<file path="src/rtl/i2c_tuner_pkg.sv">
package i2c_tuner_pkg;

    localparam int BYTE_W    = 8;
    localparam int BIT_CNT_W = $clog2(BYTE_W + 1);

    typedef enum logic [2:0] {
        ST_IDLE  = 3'd0,
        ST_ADDR  = 3'd1,
        ST_ACK_A = 3'd2,
        ST_REG   = 3'd3,
        ST_ACK_W = 3'd4,
        ST_WDATA = 3'd5,
        ST_RDATA = 3'd6,
        ST_MACK  = 3'd7
    } i2c_state_e;

endpackage

</file>
<file path="src/rtl/i2c_bus_sync.sv">
module i2c_bus_sync #(
    parameter int STAGES = 2
) (
    input  logic clk,
    input  logic rst_n,
    input  logic scl_i,
    input  logic sda_i,
    output logic sda_s,
    output logic scl_rise,
    output logic scl_fall,
    output logic start_evt,
    output logic stop_evt
);
    localparam int DEPTH = STAGES + 1;

    typedef struct packed {
        logic [DEPTH-1:0] scl;
        logic [DEPTH-1:0] sda;
    } sync_t;

    sync_t q, d;
    logic  scl_now, scl_prev, sda_prev;

    always_comb begin
        d     = q;
        d.scl = {q.scl[DEPTH-2:0], scl_i};
        d.sda = {q.sda[DEPTH-2:0], sda_i};
    end

    always_ff @(posedge clk or negedge rst_n) begin
        if (!rst_n) begin
            q <= '1;
        end else begin
            q <= d;
        end
    end

    assign scl_now   = q.scl[STAGES-1];
    assign scl_prev  = q.scl[STAGES];
    assign sda_s     = q.sda[STAGES-1];
    assign sda_prev  = q.sda[STAGES];
    assign scl_rise  = scl_now & ~scl_prev;
    assign scl_fall  = ~scl_now & scl_prev;
    assign start_evt = scl_now & scl_prev & sda_prev & ~sda_s;
    assign stop_evt  = scl_now & scl_prev & ~sda_prev & sda_s;

endmodule

</file>
<file path="src/rtl/i2c_slave_fsm.sv">
module i2c_slave_fsm
    import i2c_tuner_pkg::*;
#(
    parameter logic [6:0] DEV_ADDR = 7'b1110010,
    parameter int         AW       = 4
) (
    input  logic              clk,
    input  logic              rst_n,
    input  logic              scl_rise,
    input  logic              scl_fall,
    input  logic              start_evt,
    input  logic              stop_evt,
    input  logic              sda_s,
    input  logic [BYTE_W-1:0] rd_data,
    output logic [AW-1:0]     rd_addr,
    output logic              wr_en,
    output logic [AW-1:0]     wr_addr,
    output logic [BYTE_W-1:0] wr_data,
    output logic              sda_oe
);
    localparam logic [BIT_CNT_W-1:0] FULL = BIT_CNT_W'(BYTE_W);
    localparam logic [BIT_CNT_W-1:0] LAST = BIT_CNT_W'(BYTE_W - 1);

    typedef struct packed {
        i2c_state_e           st;
        logic [BIT_CNT_W-1:0] cnt;
        logic [BYTE_W-1:0]    rx;
        logic [BYTE_W-1:0]    tx;
        logic [AW-1:0]        ptr;
        logic                 rw;
        logic                 mack;
        logic                 oe;
    } fsm_t;

    fsm_t          q, d;
    i2c_state_e    st_q;
    logic [AW-1:0] ptr_q;
    logic [AW-1:0] ptr_inc;

    assign st_q    = q.st;
    assign ptr_q   = q.ptr;
    assign ptr_inc = ptr_q + AW'(1);

    always_comb begin
        d       = q;
        wr_en   = 1'b0;
        wr_addr = ptr_q;
        wr_data = q.rx;
        rd_addr = ptr_q;
        if (start_evt) begin
            d.st  = ST_ADDR;
            d.cnt = '0;
            d.oe  = 1'b0;
        end else if (stop_evt) begin
            d.st  = ST_IDLE;
            d.cnt = '0;
            d.oe  = 1'b0;
        end else begin
            case (st_q)
                ST_ADDR, ST_REG, ST_WDATA: begin
                    if (scl_rise && (q.cnt < FULL)) begin
                        d.rx  = {q.rx[BYTE_W-2:0], sda_s};
                        d.cnt = q.cnt + BIT_CNT_W'(1);
                    end
                    if (scl_fall && (q.cnt == FULL)) begin
                        d.cnt = '0;
                        if (st_q == ST_ADDR) begin
                            if (q.rx[BYTE_W-1:1] == DEV_ADDR) begin
                                d.rw = q.rx[0];
                                d.oe = 1'b1;
                                d.st = ST_ACK_A;
                            end else begin
                                d.st = ST_IDLE;
                            end
                        end else if (st_q == ST_REG) begin
                            d.ptr = q.rx[AW-1:0];
                            d.oe  = 1'b1;
                            d.st  = ST_ACK_W;
                        end else begin
                            wr_en = 1'b1;
                            d.ptr = ptr_inc;
                            d.oe  = 1'b1;
                            d.st  = ST_ACK_W;
                        end
                    end
                end
                ST_ACK_A: begin
                    if (scl_fall) begin
                        d.cnt = '0;
                        if (q.rw) begin
                            d.tx = rd_data;
                            d.oe = ~rd_data[BYTE_W-1];
                            d.st = ST_RDATA;
                        end else begin
                            d.oe = 1'b0;
                            d.st = ST_REG;
                        end
                    end
                end
                ST_ACK_W: begin
                    if (scl_fall) begin
                        d.cnt = '0;
                        d.oe  = 1'b0;
                        d.st  = ST_WDATA;
                    end
                end
                ST_RDATA: begin
                    if (scl_fall) begin
                        if (q.cnt == LAST) begin
                            d.cnt = '0;
                            d.oe  = 1'b0;
                            d.st  = ST_MACK;
                        end else begin
                            d.tx  = {q.tx[BYTE_W-2:0], 1'b0};
                            d.oe  = ~q.tx[BYTE_W-2];
                            d.cnt = q.cnt + BIT_CNT_W'(1);
                        end
                    end
                end
                ST_MACK: begin
                    rd_addr = ptr_inc;
                    if (scl_rise) begin
                        d.mack = ~sda_s;
                    end
                    if (scl_fall) begin
                        d.cnt = '0;
                        if (q.mack) begin
                            d.ptr = ptr_inc;
                            d.tx  = rd_data;
                            d.oe  = ~rd_data[BYTE_W-1];
                            d.st  = ST_RDATA;
                        end else begin
                            d.oe = 1'b0;
                            d.st = ST_IDLE;
                        end
                    end
                end
                default: begin
                    d.oe = 1'b0;
                end
            endcase
        end
    end

    always_ff @(posedge clk or negedge rst_n) begin
        if (!rst_n) begin
            q <= '0;
        end else begin
            q <= d;
        end
    end

    assign sda_oe = q.oe;

endmodule

</file>
<file path="src/rtl/i2c_tuner_regfile.sv">
module i2c_tuner_regfile
    import i2c_tuner_pkg::*;
#(
    parameter int NREG       = 16,
    parameter int AW         = 4,
    parameter int IFCNT_ADDR = 2,
    parameter int STAT_ADDR  = 15
) (
    input  logic                   clk,
    input  logic                   rst_n,
    input  logic                   wr_en,
    input  logic [AW-1:0]          wr_addr,
    input  logic [BYTE_W-1:0]      wr_data,
    input  logic [AW-1:0]          rd_addr,
    input  logic [BYTE_W-1:0]      ifcnt_i,
    input  logic [BYTE_W-1:0]      stat_i,
    output logic [BYTE_W-1:0]      rd_data,
    output logic [NREG*BYTE_W-1:0] cfg_o
);
    localparam int TOTAL_W = NREG * BYTE_W;

    logic [TOTAL_W-1:0] store_q, store_d;

    always_comb begin
        store_d = store_q;
        for (int i = 0; i < NREG; i++) begin
            if (wr_en && (wr_addr == AW'(i))) begin
                store_d[i*BYTE_W +: BYTE_W] = wr_data;
            end
        end
    end

    always_ff @(posedge clk or negedge rst_n) begin
        if (!rst_n) begin
            store_q <= '0;
        end else begin
            store_q <= store_d;
        end
    end

    always_comb begin
        if (rd_addr == AW'(IFCNT_ADDR)) begin
            rd_data = ifcnt_i;
        end else if (rd_addr == AW'(STAT_ADDR)) begin
            rd_data = stat_i;
        end else begin
            rd_data = store_q[rd_addr*BYTE_W +: BYTE_W];
        end
    end

    assign cfg_o = store_q;

endmodule

</file>
<file path="src/rtl/i2c_tuner_regs.sv">
module i2c_tuner_regs
    import i2c_tuner_pkg::*;
#(
    parameter logic [6:0] DEV_ADDR    = 7'b1110010,
    parameter int         NREG        = 16,
    parameter int         IFCNT_ADDR  = 2,
    parameter int         STAT_ADDR   = 15,
    parameter int         SYNC_STAGES = 2
) (
    input  logic                   clk,
    input  logic                   rst_n,
    input  logic                   scl_i,
    input  logic                   sda_i,
    output logic                   sda_oe,
    input  logic [7:0]             ifcnt_i,
    input  logic [7:0]             stat_i,
    output logic [NREG*BYTE_W-1:0] cfg_o
);
    localparam int AW = $clog2(NREG);

    logic              sda_s, scl_rise, scl_fall, start_evt, stop_evt;
    logic              wr_en;
    logic [AW-1:0]     wr_addr, rd_addr;
    logic [BYTE_W-1:0] wr_data, rd_data;

    i2c_bus_sync #(
        .STAGES (SYNC_STAGES)
    ) u_sync (
        .clk       (clk),
        .rst_n     (rst_n),
        .scl_i     (scl_i),
        .sda_i     (sda_i),
        .sda_s     (sda_s),
        .scl_rise  (scl_rise),
        .scl_fall  (scl_fall),
        .start_evt (start_evt),
        .stop_evt  (stop_evt)
    );

    i2c_slave_fsm #(
        .DEV_ADDR (DEV_ADDR),
        .AW       (AW)
    ) u_fsm (
        .clk       (clk),
        .rst_n     (rst_n),
        .scl_rise  (scl_rise),
        .scl_fall  (scl_fall),
        .start_evt (start_evt),
        .stop_evt  (stop_evt),
        .sda_s     (sda_s),
        .rd_data   (rd_data),
        .rd_addr   (rd_addr),
        .wr_en     (wr_en),
        .wr_addr   (wr_addr),
        .wr_data   (wr_data),
        .sda_oe    (sda_oe)
    );

    i2c_tuner_regfile #(
        .NREG       (NREG),
        .AW         (AW),
        .IFCNT_ADDR (IFCNT_ADDR),
        .STAT_ADDR  (STAT_ADDR)
    ) u_regs (
        .clk     (clk),
        .rst_n   (rst_n),
        .wr_en   (wr_en),
        .wr_addr (wr_addr),
        .wr_data (wr_data),
        .rd_addr (rd_addr),
        .ifcnt_i (ifcnt_i),
        .stat_i  (stat_i),
        .rd_data (rd_data),
        .cfg_o   (cfg_o)
    );

endmodule

</file>
<file path="config.mk">
export PLATFORM = sky130hd
export DESIGN_NAME = i2c_tuner_regs
export DESIGN_NICKNAME = d
export VERILOG_FILES = /design/src/rtl/i2c_tuner_pkg.sv /design/src/rtl/i2c_bus_sync.sv /design/src/rtl/i2c_slave_fsm.sv /design/src/rtl/i2c_tuner_regfile.sv /design/src/rtl/i2c_tuner_regs.sv
export SDC_FILE = /design/constraint.sdc
export NUM_CORES = 1
export LEC_CHECK = 0
export CORE_MARGIN = 2
export CORE_UTILIZATION = 49
export CTS_BUF_LIST = sky130_fd_sc_hd__clkbuf_16
export DETAILED_ROUTE_END_ITERATION = 7
export HOLD_SLACK_MARGIN = 0.08
export PLACE_DENSITY_LB_ADDON = 0.05
export SYNTH_ARGS = -nofsm -noshare
export SYNTH_HDL_FRONTEND = slang
export SYNTH_SLANG_ARGS = --single-unit
</file>
<file path="constraint.sdc">
create_clock -name clk -period 2.7 [get_ports clk]
set_input_delay 0.27 -clock clk [delete_from_list [all_inputs] [get_ports clk]]
set_output_delay 0.27 -clock clk [all_outputs]
set_load 0.1 [all_outputs]
</file>
==> Word level (Yosys, flattened, before mapping) <==
Cells that the tools add are included.
{ "op_classes": {"add_sub_neg": 2, "multipliers": 0, "n_div": 0, "n_lt_le_gt_ge": 1, "n_eq_ne": 43, "n_shift": 1, "mux": 52, "n_bitwise": 15, "reduce_logical": 31} }
{ "op_table": {"columns": ["cell", "n"], "rows": [
  ["128-bit by 8-bit indexed part select with 8-bit output", 1],
  ["7-bit two-way mux", 11],
  ["4-bit equality test, second input constant", 10],
  ["7-bit case mux with 5 select lines", 1],
  ["4-bit two-way mux", 6],
  ["4-bit by 3-bit inequality test with 1-bit output, second input constant", 6],
  ["11-bit two-way mux", 2],
  ["7-bit case mux with 3 select lines", 1],
  ["4-bit by 3-bit equality test with 1-bit output, second input constant", 5],
  ["1-bit two-way mux", 20],
  ["1-bit logical AND", 18],
  ["6-bit AND reduction", 3],
  ["8-bit two-way mux", 2],
  ["7-bit AND reduction", 2],
  ["3-bit equality test, second input constant", 4],
  ["4-bit by 2-bit equality test with 1-bit output, second input constant", 3],
  ["12-bit two-way mux", 1],
  ["3-bit two-way mux", 4],
  ["2-bit by 1-bit inequality test with 1-bit output, second input constant", 6],
  ["9-bit AND reduction", 1],
  ["4-bit by 1-bit adder with 4-bit output, second input constant", 2],
  ["1-bit NOT", 8],
  ["4-bit case mux with 2 select lines", 1],
  ["4-bit AND reduction", 2],
  ["17 further kinds", 25]
]} }
{ "word_totals": {"regBits": 163, "latch_bits": 0, "mem_bits_rw": 0, "mem_bits_ro": 0, "inputBits": 20, "output_inout_bits": 129, "word_cells": 171, "mem_count": 0} }

==> Logic depth before layout (Yosys ltp) <==
{ "logic_depth": {"depth_word": 14, "ltp_mapped": 12, "ltp_nobuf": 9} }

==> By module <==
A second synthesis with hierarchy kept.
{ "unflattened": {"hier_cells": 651, "area_unflattened_um2": 8020.2} }
{ "modules_own_cells": {"columns": ["module", "instances", "cells_per_inst", "area_each_um2", "seq_area_each_um2"], "rows": [
  ["i2c_tuner_regfile", 1, 440, 5977.0, 3203.1],
  ["i2c_slave_fsm", 1, 201, 1853.0, 725.7],
  ["i2c_bus_sync", 1, 10, 190.2, 157.7]
]} }

==> Worst setup path before layout <==
Ideal clock, no wire load.
{ "synth_timing": {"kind": "reg2reg", "from": "register u_fsm.q (netlist bit u_fsm.wr_addr[1])", "to": "register u_fsm.q[9] (netlist bit)", "arrival_ns": 2.662, "required_ns": 2.581, "setup_slack_ns": -0.081, "path_stages_with_launch": 12, "path_buffers": 3, "synth_period_minus_slack_ns": 2.781, "cell_sequence": "dfrtp_1 -> buf_2 -> inv_1 -> ha_1 -> buf_2 -> buf_1 -> mux2i_1 -> nand3_1 -> o21ai_0 -> o21ai_0 -> a311o_1 -> o21a_1"} }
{ "synth_between": {"elab_chain_len": 10} }
{ "synth_lines": {"columns": ["item", "line", "source"], "rows": [
  ["from (decl)", "i2c_slave_fsm.sv:35", "fsm_t q, d;"],
  ["from (signal assigned)", "i2c_slave_fsm.sv:147", "q <= '0;"],
  ["from (signal assigned)", "i2c_slave_fsm.sv:149", "q <= d;"],
  ["4-bit by 1-bit adder with 4-bit output", "i2c_slave_fsm.sv:42", "assign ptr_inc = ptr_q + AW'(1);"],
  ["4-bit two-way mux", "i2c_slave_fsm.sv:59", "case (st_q)"],
  ["4-bit two-way mux", "i2c_slave_fsm.sv:54", "end else if (stop_evt) begin"],
  ["4-bit two-way mux (*)", "i2c_slave_fsm.sv:50", "if (start_evt) begin"],
  ["128-bit by 8-bit indexed part select with 8-bit output / 4-bit equality test (equally long branches)", "i2c_tuner_regfile.sv:47, i2c_tuner_regfile.sv:44", null],
  ["8-bit two-way mux", "i2c_tuner_regfile.sv:44", "end else if (rd_addr == AW'(STAT_ADDR)) begin"],
  ["8-bit two-way mux (*)", "i2c_tuner_regfile.sv:42", "if (rd_addr == AW'(IFCNT_ADDR)) begin"],
  ["11-bit two-way mux / 7-bit two-way mux (equally long branches)", "i2c_slave_fsm.sv:127, i2c_slave_fsm.sv:90", null],
  ["11-bit two-way mux / 7-bit two-way mux (equally long branches)", "i2c_slave_fsm.sv:125, i2c_slave_fsm.sv:88", null],
  ["7-bit case mux with 3 select lines (*)", "i2c_slave_fsm.sv:59", null]
]} }
Every way passes the cells marked *; elsewhere a longest branch is shown, timed or not. The select of a mux whose other input is x is not followed.
A chain may end at the register's enable or synchronous reset.

==> Worst setup path in the final report <==
{ "layout_timing": {"from": "register u_fsm.q (netlist bit u_fsm.st_q[2])", "to": "register u_fsm.q[12] (netlist bit)"} }
{ "layout_between": {"elab_chain_len": 10} }
{ "layout_lines": {"columns": ["item", "line"], "rows": [
  ["3-bit equality test", "i2c_slave_fsm.sv:59"],
  ["4-bit two-way mux", "i2c_slave_fsm.sv:59"],
  ["4-bit two-way mux", "i2c_slave_fsm.sv:54"],
  ["4-bit two-way mux", "i2c_slave_fsm.sv:50"],
  ["128-bit by 8-bit indexed part select with 8-bit output / 4-bit equality test (equally long branches)", "i2c_tuner_regfile.sv:47, i2c_tuner_regfile.sv:44"],
  ["8-bit two-way mux", "i2c_tuner_regfile.sv:44"],
  ["8-bit two-way mux", "i2c_tuner_regfile.sv:42"],
  ["11-bit two-way mux / 7-bit two-way mux (equally long branches)", "i2c_slave_fsm.sv:127, i2c_slave_fsm.sv:90"],
  ["11-bit two-way mux / 7-bit two-way mux (equally long branches)", "i2c_slave_fsm.sv:125, i2c_slave_fsm.sv:88"],
  ["7-bit case mux with 3 select lines", "i2c_slave_fsm.sv:59"]
]} }
Several ways; a longest one is shown, not always the timed one. The select of a mux whose other input is x is not followed.

==> out/metrics.yaml <==
fin_crit_ns: 2.59
wl_per_cell_um: 24.7
synth_cell_types: 76
peakVddDrop_v: 0.000443
port_buffers: 148
num_rows: 49
hp-class: "in -> reg"
grt_pass1_vias: 7621
ff2ff_setup_slack_ns: 0.11
drt_iter0_drc: 808
antenna_left: 0
finalNonFillerCells: 1234
synth_edf_count: 0
core_area_sq_um: 17800
vias_per_cell: 6.16
layout_commonest_cell: "buf_4"
hold_depth: 1
fmax_mhz: 386
reg2reg_from: "u_fsm.st_q[2]"
syn_nets: 816
ys_warn_count: 0
cellPowerDensity_nw_per_um2: 526
clkLatencyLatePin_ns: 0.44
hp-start: "scl_i"
critPathArrivalTime_ns: 2.89
worst-setup-path-type: "reg -> reg"
gp_congestion: 0.989
clkTransAtPathRegs_ns: 0.07
drive_above_1_share_pct: 41.7
io_pins: 149
setup_slack_ns: 0.109
place_ws_ns: 0.125
grt_pass1_wl_um: 46100
drv_cap: 0
critPathCaptureType: "flop"
syn2layout_area_growth_pct: 29.1
fillCellCount: 1433
tightest_slew_ns: 0.795
antenna_cells: 0
hold_viol: 0
r2r.worst_path.cells: 9
synth_top_cell_by_area: "dfrtp_1"
rsz0062_at_grt: "no"
gr-total-overflow: 0
leakagePower_nw: 5.37
synth_area_sq_um: 8820
cts_root_buf: "clkbuf_16"
finalSetupTns_ns: 0
min_to: "u_sync.d[4]"
clock_sinks: 163
die_h_um: 138
cp_max_fo: 21
die_w_um: 138
async_reset_ff_share_pct: 100
cts_tree: "built"
dpl.hpwl_um: 22200
synth.ff_latch_count: 163
vias: 7605
first_pass_iters: 7
rr_endpoint: "u_fsm.q[12]"
ys_seq_area_share_pct: 46.4
wl_um: 30500
yosys.area.top_type_share_pct: 44.6
slew_violations: 0
route.detailed.drc: 0
maxSlewHeadroom_pct: 47.0
nets: 1018
cts_buffers: 17
skew_ns: 0.0128
worst_setup_path_start_kind: "flop"
clk_path_buf_depth: 2
grt_max_degree: 76
syn_inst: 790
post-place-cells: 1196
groute.usage.overall_pct: 31.9
synth_ff_type: "dfrtp_1"
status: "finished, final reports clean"
startpoint: "u_fsm.st_q[2]"
ys_top_cells_by_area: "dfrtp_1, mux2_2, mux2i_1"
h-tree-depth: 4
cp_data_required_time_ns: 3.00
die_area_sq_um: 19100
initial_utilization_pct: 49.6
post-route-period-util_pct: 96.0
setup_violations: 0
syn_avg_cell_area_sq_um: 11.2
layout_common_cells: "buf_4, dfrtp_1, mux2_2"
antenna_found_initial: 0
through the flow:
stage	hold slack [ns]	power [mW]	util (%)	instance area (sq um)
2_1_floorplan	-0.0256	3.14	-	8820
3_3_place_gp	0.351	3.53	60.3	10700
3_5_place_dp	0.364	3.54	60.3	10700
4_1_cts	0.248	5.99	63.7	11300
5_1_grt	0.254	6.21	64.0	11400
6_report	0.252	5.99	64.0	11400
sequential cells by signal, summed over array words and instances (netlist names):
register / count
u_sync.sda_s: 1
u_regs.cfg_o: 128
u_fsm.st_q: 3
u_sync.d: 3
u_fsm.sda_oe: 1
u_fsm.q: 13
u_fsm.wr_addr: 4
u_sync.q: 2
u_fsm.wr_data: 8
cells by family (layout without fill, tap and decap cells):
logic type      count (synthesis)  in the layout  synth area share, %
xor+xnor                        9              9                 1.36
buf+inv                        69            284                 3.43
simple gates                  194            194                 10.5
mux                           198            198                 25.8
compound gates                150            150                 11.6
fa+ha+maj                       7              7                0.965
flops                         163            163                 46.4
worst max-delay path by stage:
stage / to / slack (ns) / cells after the start
after floorplan: u_fsm.q[13] / 0.04 / 10
after global placement: u_fsm.q[12] / 0.17 / 8
after detailed placement: u_fsm.q[13] / 0.13 / 7
after CTS: u_fsm.q[13] / 0.1 / 7
after global routing: u_fsm.q[12] / 0.02 / 9
final: u_fsm.q[12] / 0.11 / 9
layer usage:
metal	part of all wire [%]	routed length [um]	vias to the layer above	track usage [%]
li1	-	-	3316	-
met1	42	12700	3839	44.0
met2	47	14400	382	50.4
met3	7.9	2410	68	6.27
met4	3.4	1040	0	12.0
met5	0	0	-	0
area by class of cell:
| class | instances | area [sq um] | share of cell area, % |
|---|---|---|---|
| multi-input combinational | 558 | 4450 | 39.1 |
| sequential | 163 | 4090 | 35.9 |
| timing repair buffer | 240 | 1920 | 16.8 |
| clock buffer | 17 | 425 | 3.74 |
| tap | 229 | 287 | 2.52 |
| clock inverter | 15 | 174 | 1.53 |
| inverter | 12 | 45.0 | 0.396 |
worst max-delay path: stages, from the launching register on:
cell,delay [ns]
dfrtp_1,0.43
and3_1,0.33
buf_4,0.19
o211a_4,0.21
xor2_4,0.30
buf_12,0.22
mux2i_1,0.23
o22ai_1,0.11
o21ai_0,0.28
a31oi_1,0.14
cell usage after synthesis, types with 4 or more instances:
master	n
a311o_1	6
mux2_1	6
nor3_1	15
a21oi_1	32
dfrtp_1	157
buf_4	4
a21boi_0	5
and2_1	8
a211oi_1	8
dfstp_2	6
mux2_2	133
buf_1	4
nor2_1	33
mux2i_1	50
nor2b_1	4
inv_1	12
a311oi_1	5
mux4_2	8
nand2_1	83
o22ai_1	10
o21ai_0	35
a31oi_1	10
buf_2	17
and3_1	6
ha_1	6
a221oi_1	4
nand3_1	18
clkbuf_1	31
report_power, final:
group          switching (mW)  internal, mW  leakage (nW)
logic                   0.580         0.285          2.85
clock network            1.15          1.32         0.288
registers               0.128          2.53          2.23
total                    1.86          4.13          5.37
repair_timing:
action | in CTS | in global routing
hold buffers | 1 | 0
setup buffers | 0 | 5
hold endpoints to repair | 68 | 0
endpoints found under the setup margin | 0 | 7
gates resized for setup | 0 | 4
No activity file was read; power rests on OpenSTA's default activity.
